[config.mk]
export PLATFORM = sky130hd
export DESIGN_NAME = chg_iref_seq
export DESIGN_NICKNAME = d
export VERILOG_FILES = /design/src/rtl/chg_iref_pkg.sv /design/src/rtl/hyst_latch.sv /design/src/rtl/ss_stepper.sv /design/src/rtl/ref_scaler.sv /design/src/rtl/chg_iref_seq.sv
export SDC_FILE = /design/constraint.sdc
export NUM_CORES = 1
export LEC_CHECK = 0
export ABC_AREA = 1
export BUFFER_PORTS_ARGS = -buffer_cell sky130_fd_sc_hd__buf_2
export CAP_MARGIN = 0
export CORE_MARGIN = 1.5
export CORE_UTILIZATION = 25
export DETAILED_ROUTE_END_ITERATION = 8
export SETUP_SLACK_MARGIN = 0.5
export SYNTH_ARGS = -nofsm -noshare
export SYNTH_HDL_FRONTEND = slang
export SYNTH_SLANG_ARGS = --single-unit
[constraint.sdc]
create_clock -name clk -period 3.45 [get_ports clk]
set_input_delay 0.1725 -clock clk [delete_from_list [all_inputs] [get_ports clk]]
set_output_delay 0.1725 -clock clk [all_outputs]
set_load 0.03 [all_outputs]
[src/rtl/chg_iref_pkg.sv]
package chg_iref_pkg;
  localparam int STEP_COUNT = 8;
  localparam int STEP_LOG2  = 3;
  localparam int STEP_W     = STEP_LOG2 + 1;
endpackage

[src/rtl/hyst_latch.sv]
module hyst_latch (
  input  logic clk,
  input  logic rst,
  input  logic set_i,
  input  logic clr_i,
  output logic nxt_o,
  output logic q_o
);
  assign nxt_o = set_i | (q_o & ~clr_i);

  always_ff @(posedge clk) begin
    if (rst) q_o <= 1'b0;
    else     q_o <= nxt_o;
  end

  // set wins and the latch holds until released
  p_set_wins_r7: assert property (@(posedge clk) disable iff (rst)
    set_i |=> q_o);
  p_hold_r9: assert property (@(posedge clk) disable iff (rst)
    (q_o && !clr_i) |=> q_o);
endmodule

[src/rtl/ss_stepper.sv]
module ss_stepper
  import chg_iref_pkg::*;
#(
  parameter int STEP_CYCLES = 125000
) (
  input  logic              clk,
  input  logic              rst,
  input  logic              active_i,
  output logic [STEP_W-1:0] step_nxt_o
);
  localparam int TW = (STEP_CYCLES > 1) ? $clog2(STEP_CYCLES) : 1;
  localparam logic [TW-1:0]     T_LAST = TW'(STEP_CYCLES - 1);
  localparam logic [STEP_W-1:0] S_TOP  = STEP_W'(STEP_COUNT);

  logic              act_q;
  logic [STEP_W-1:0] step_q;
  logic [TW-1:0]     tmr_q, tmr_nxt;

  always_comb begin
    step_nxt_o = step_q;
    tmr_nxt    = tmr_q;
    if (!active_i) begin
      step_nxt_o = '0;
      tmr_nxt    = '0;
    end else if (!act_q) begin
      step_nxt_o = STEP_W'(1);
      tmr_nxt    = '0;
    end else if (step_q < S_TOP) begin
      if (tmr_q == T_LAST) begin
        tmr_nxt    = '0;
        step_nxt_o = step_q + STEP_W'(1);
      end else begin
        tmr_nxt = tmr_q + TW'(1);
      end
    end
  end

  always_ff @(posedge clk) begin
    if (rst) begin
      act_q  <= 1'b0;
      step_q <= '0;
      tmr_q  <= '0;
    end else begin
      act_q  <= active_i;
      step_q <= step_nxt_o;
      tmr_q  <= tmr_nxt;
    end
  end

  // step never passes the top and climbs by at most one per clock
  p_step_cap_r2: assert property (@(posedge clk) disable iff (rst)
    step_q <= S_TOP);
  p_step_inc_r2: assert property (@(posedge clk) disable iff (rst)
    (active_i && step_q != '0) |=>
      (step_q == $past(step_q) || step_q == $past(step_q) + STEP_W'(1)));
  // inactivity clears the step count
  p_step_clr_r3: assert property (@(posedge clk) disable iff (rst)
    !active_i |=> step_q == '0);
endmodule

[src/rtl/ref_scaler.sv]
module ref_scaler
  import chg_iref_pkg::*;
#(
  parameter int CODE_W = 10
) (
  input  logic [CODE_W-1:0] goal_i,
  input  logic [STEP_W-1:0] step_i,
  output logic [CODE_W-1:0] ref_o
);
  localparam int PW = CODE_W + STEP_LOG2;

  logic [PW-1:0] prod;
  logic          unused_lsb;

  assign prod       = {{STEP_LOG2{1'b0}}, goal_i} * PW'(step_i);
  assign ref_o      = prod[PW-1:STEP_LOG2];
  assign unused_lsb = ^prod[STEP_LOG2-1:0];
endmodule

[src/rtl/chg_iref_seq.sv]
module chg_iref_seq
  import chg_iref_pkg::*;
#(
  parameter int CODE_W      = 10,
  parameter int STEP_CYCLES = 125000
) (
  input  logic              clk,
  input  logic              rst,
  input  logic [CODE_W-1:0] prog_code,
  input  logic              chg_en,
  input  logic              learn,
  input  logic              bat_short,
  input  logic              ov_trip,
  input  logic              ov_clear,
  input  logic              oc_flag,
  input  logic              hot_trip,
  input  logic              hot_clear,
  output logic [CODE_W-1:0] iref_code,
  output logic              run_en,
  output logic              hs_inhibit
);
  logic              ov_nxt, ov_q, hot_nxt, hot_q;
  logic              active;
  logic [CODE_W-1:0] goal, ref_nxt;
  logic [STEP_W-1:0] step_nxt;

  hyst_latch u_ov (
    .clk(clk), .rst(rst), .set_i(ov_trip), .clr_i(ov_clear),
    .nxt_o(ov_nxt), .q_o(ov_q)
  );

  hyst_latch u_hot (
    .clk(clk), .rst(rst), .set_i(hot_trip), .clr_i(hot_clear),
    .nxt_o(hot_nxt), .q_o(hot_q)
  );

  assign active = chg_en & ~learn & ~hot_nxt;
  assign goal   = bat_short ? (prog_code >> STEP_LOG2) : prog_code;

  ss_stepper #(.STEP_CYCLES(STEP_CYCLES)) u_step (
    .clk(clk), .rst(rst), .active_i(active), .step_nxt_o(step_nxt)
  );

  ref_scaler #(.CODE_W(CODE_W)) u_scale (
    .goal_i(goal), .step_i(step_nxt), .ref_o(ref_nxt)
  );

  always_ff @(posedge clk) begin
    if (rst) begin
      iref_code  <= '0;
      run_en     <= 1'b0;
      hs_inhibit <= 1'b1;
    end else begin
      iref_code  <= active ? ref_nxt : '0;
      run_en     <= active;
      hs_inhibit <= ov_nxt | oc_flag | ~active;
    end
  end

  // disable or learn zeroes the reference one clock later
  p_off_zero_r3: assert property (@(posedge clk) disable iff (rst)
    (!chg_en || learn) |=> (iref_code == '0 && !run_en));
  // overcurrent inhibits the high side on the next clock
  p_oc_inh_r8: assert property (@(posedge clk) disable iff (rst)
    oc_flag |=> hs_inhibit);
  // thermal trip stops the converter
  p_hot_stop_r9: assert property (@(posedge clk) disable iff (rst)
    hot_trip |=> (!run_en && iref_code == '0));
  // a held overvoltage latch keeps the high side inhibited
  p_ov_inh_r7: assert property (@(posedge clk) disable iff (rst)
    (ov_q && !ov_clear) |=> hs_inhibit);
  // not running implies inhibited
  p_idle_inh_r10: assert property (@(posedge clk) disable iff (rst)
    !run_en |-> hs_inhibit);
  // reference never exceeds the goal
  p_ref_cap_r2: assert property (@(posedge clk) disable iff (rst)
    iref_code <= $past(goal));
  // thermal latch state agrees with the run enable
  p_hot_run_r9: assert property (@(posedge clk) disable iff (rst)
    hot_q |-> !run_en);
endmodule

==> flow_summary.json <==
{
  "finalCriticalPeriod_ns": 3.71,
  "cp-end-kind": "flip-flop",
  "start_kind": "flip-flop",
  "syn_area_per_cell_sq_um": 6.83,
  "power.total_mw": 0.917,
  "setup_slack_ns": -0.258,
  "die_area_sq_mm": 0.0117,
  "grt_max_degree": 20,
  "syn2layout_area_growth_pct": 51.3,
  "routed_wl_um": 7830,
  "cts_htree_levels": 2,
  "slowest_delay_ns": 0.52,
  "finalSetupViolations": 9,
  "yosysTopAreaCell": "dfxtp_1",
  "port_buffers": 31,
  "synth.cells.most_frequent": "inv_1, nand2_1, nor2_1, dfxtp_1, a21oi_1",
  "max_slew_margin_pct": 67.1,
  "cp_max_fo": 8,
  "vias_per_cell": 4.38,
  "failed_checks": "setup timing",
  "path_class": "reg -> reg",
  "start_util_pct": 25.6,
  "hpwl_um": 5750,
  "firstDrtPassIters": 5,
  "fin_util_pct": 38.7,
  "vias": 2946,
  "crit_arrival_ns": 3.89,
  "synthFlopType": "dfxtp_1",
  "grt_pass1_wl_um": 13500,
  "path_buf_inv": 5,
  "grtUsageTotal_pct": 14.3,
  "ir_drop_mv": 0.216,
  "cts_tree": "yes",
  "die_y_um": 108,
  "gp_congestion": 0.849,
  "core-area_sq_mm": 0.0108,
  "max_freq_ghz": 0.270,
  "clkLatencyLatePin_ns": 0.29,
  "async_reset_ff_share_pct": 0,
  "worst_pin_slew_ns": 0.489,
  "synth_edf_count": 0,
  "postRouteAntennaNets": 0,
  "layout-drive-gt1-share_pct": 40.8,
  "dp.cells": 633,
  "critPathTopFamily": "adder cells",
  "required_ns": 3.63,
  "diodes": 0,
  "wl_per_cell_um": 11.7,
  "die_w_um": 108,
  "cpMaxStageDelayCell": "fa_1",
  "fin_hold_ws_ns": 0.0649,
  "cts-root-buf": "clkbuf_8",
  "finalClockSkew_ns": 0.0131,
  "finalHoldViolCount": 0,
  "fillers": 1138,
  "cts_buffers": 5,
  "drc": 0,
  "hold_buffers": 0,
  "clk_path_buf_depth": 2,
  "grt_pass1_vias": 3120,
  "hp-class": "in -> reg",
  "synth_seq_cells": 35,
  "synth_seq_area_share_pct": 25.3,
  "path_cells": "ha_4 -> nand2_1 -> nor2_1 -> nand2_1 -> nor2_4 -> nand4_1 -> nand3_4 -> nor2_2 -> fa_1 -> inv_1 -> fa_1 -> inv_2 -> ha_4 -> a21o_1 -> inv_2 -> o21ai_2 -> a21o_1 -> buf_4 -> buf_4 -> o21a_1",
  "grt-ovfl-total": 0,
  "synth_nets": 458,
  "min_period_over_period_pct": 107,
  "syn-instance-count": 406,
  "p_per_area_mw_per_mm2": 218,
  "clk_pin_slew_worst_paths_ns": 0.08,
  "cap_violations": 0,
  "drt_iter0_markers": 90,
  "drv_slew": 0,
  "status": "complete, but fails checks",
  "synth.most_common_cell": "inv_1",
  "final-instance-count-excl-fill": 672,
  "p_leak_nw": 1.98,
  "netlist_top_cells_area": "dfxtp_1, fa_1, inv_1",
  "rows": 38,
  "cts.sinks": 35,
  "ys_warn_count": 0,
  "synth_cell_types": 33,
  "synth_area_sq_mm": 0.00277,
  "ios": 32,
  "antenna_found_initial": 0,
  "rsz0062_at_grt": "true",
  "final_nets": 583,
  "synth_top_area_share_pct": 25.3
}
==> final timing paths <==
check | from | slack (ns) | endpoint | cells past startpoint
worst max-delay path | u_step.tmr_q[0] | -0.26 | iref_code[5] | 20
worst min-delay path | oc_flag | 0.06 | hs_inhibit | 3
worst max register to register | u_step.tmr_q[0] | -0.26 | iref_code[5] | 20
worst min register to register | u_ov.q_o | 0.46 | hs_inhibit | 2
==> worst min-delay path, delay by kind of cell <==
family        cells  cell delay [ns]
simple gates      2             0.08
buf+inv           1             0.07
==> cell type report <==
type / count / area [sq um] / share of cell area (%)
multi-input combinational: 277 / 2000 / 47.7
timing repair buffer: 122 / 846 / 20.1
sequential: 35 / 704 / 16.8
inverter: 90 / 338 / 8.05
tap: 140 / 175 / 4.17
clock buffer: 6 / 72.6 / 1.73
clock inverter: 2 / 60.1 / 1.43
==> registers in the layout, summed over array words and instances, names as in the netlist <==
signal	cells
hs_inhibit	1
iref_code	10
u_hot.q_o	1
u_ov.q_o	1
u_step.act_q	1
u_step.step_q	4
u_step.tmr_q	17
==> metrics by stage <==
| stage | area [sq um] | worst slack [ns] | TNS [ns] |
|---|---|---|---|
| floorplan | 2910 | 0.0742 | 0 |
| global placement | 3670 | -0.112 | -0.343 |
| detailed placement | 3670 | -0.205 | -1.02 |
| CTS | 4080 | -0.102 | -0.304 |
| global route | 4200 | -0.576 | -4.44 |
| finish | 4200 | -0.258 | -1.24 |
==> cells in the final DEF (no fill, tap or decap), types with 6 or more instances in the layout <==
cell     instances
nand2_1         61
nor2_2          13
nand2_2         17
dfxtp_1         32
nand4_1          6
nor2_1          49
inv_1           74
nand3_2          6
o21ai_0         14
nand3_1          8
a21oi_1         21
ha_4             6
ha_1             8
fa_1            15
inv_2           13
nor3_1           7
buf_2           31
buf_4           89
==> cells by family (layout without fill, tap and decap cells) <==
| logic type | count (synthesis) | in the layout | synth area share [%] |
|---|---|---|---|
| DFF | 35 | 35 | 25.3 |
| buffers and inverters | 94 | 220 | 12.8 |
| adders and majority gates | 32 | 32 | 18.8 |
| xor gates and xnor gates | 5 | 5 | 1.58 |
| AOI/OAI and AO/OA | 58 | 58 | 11.6 |
| and+or+nand+nor | 182 | 182 | 30.0 |
==> layer usage <==
metal / up-vias / routed length [um] / track usage, %
met1: 1368 / 3200 / 15.4
met2: 44 / 4220 / 28.3
met5: - / 0 / 0
met3: 21 / 196 / 2.29
li1: 1513 / - / -
met4: 0 / 219 / 4.61
==> report_power, final <==
group	switching (mW)	internal (mW)
registers	0.000923	0.406
clock network	0.155	0.289
logic	0.0410	0.0246
==> timing repair <==
item,CTS,global route
gates resized for setup,21,27
pin swaps,16,25
setup endpoints to repair,10,11
buffers inserted,27,4
Power figures use the tool's default switching activity.
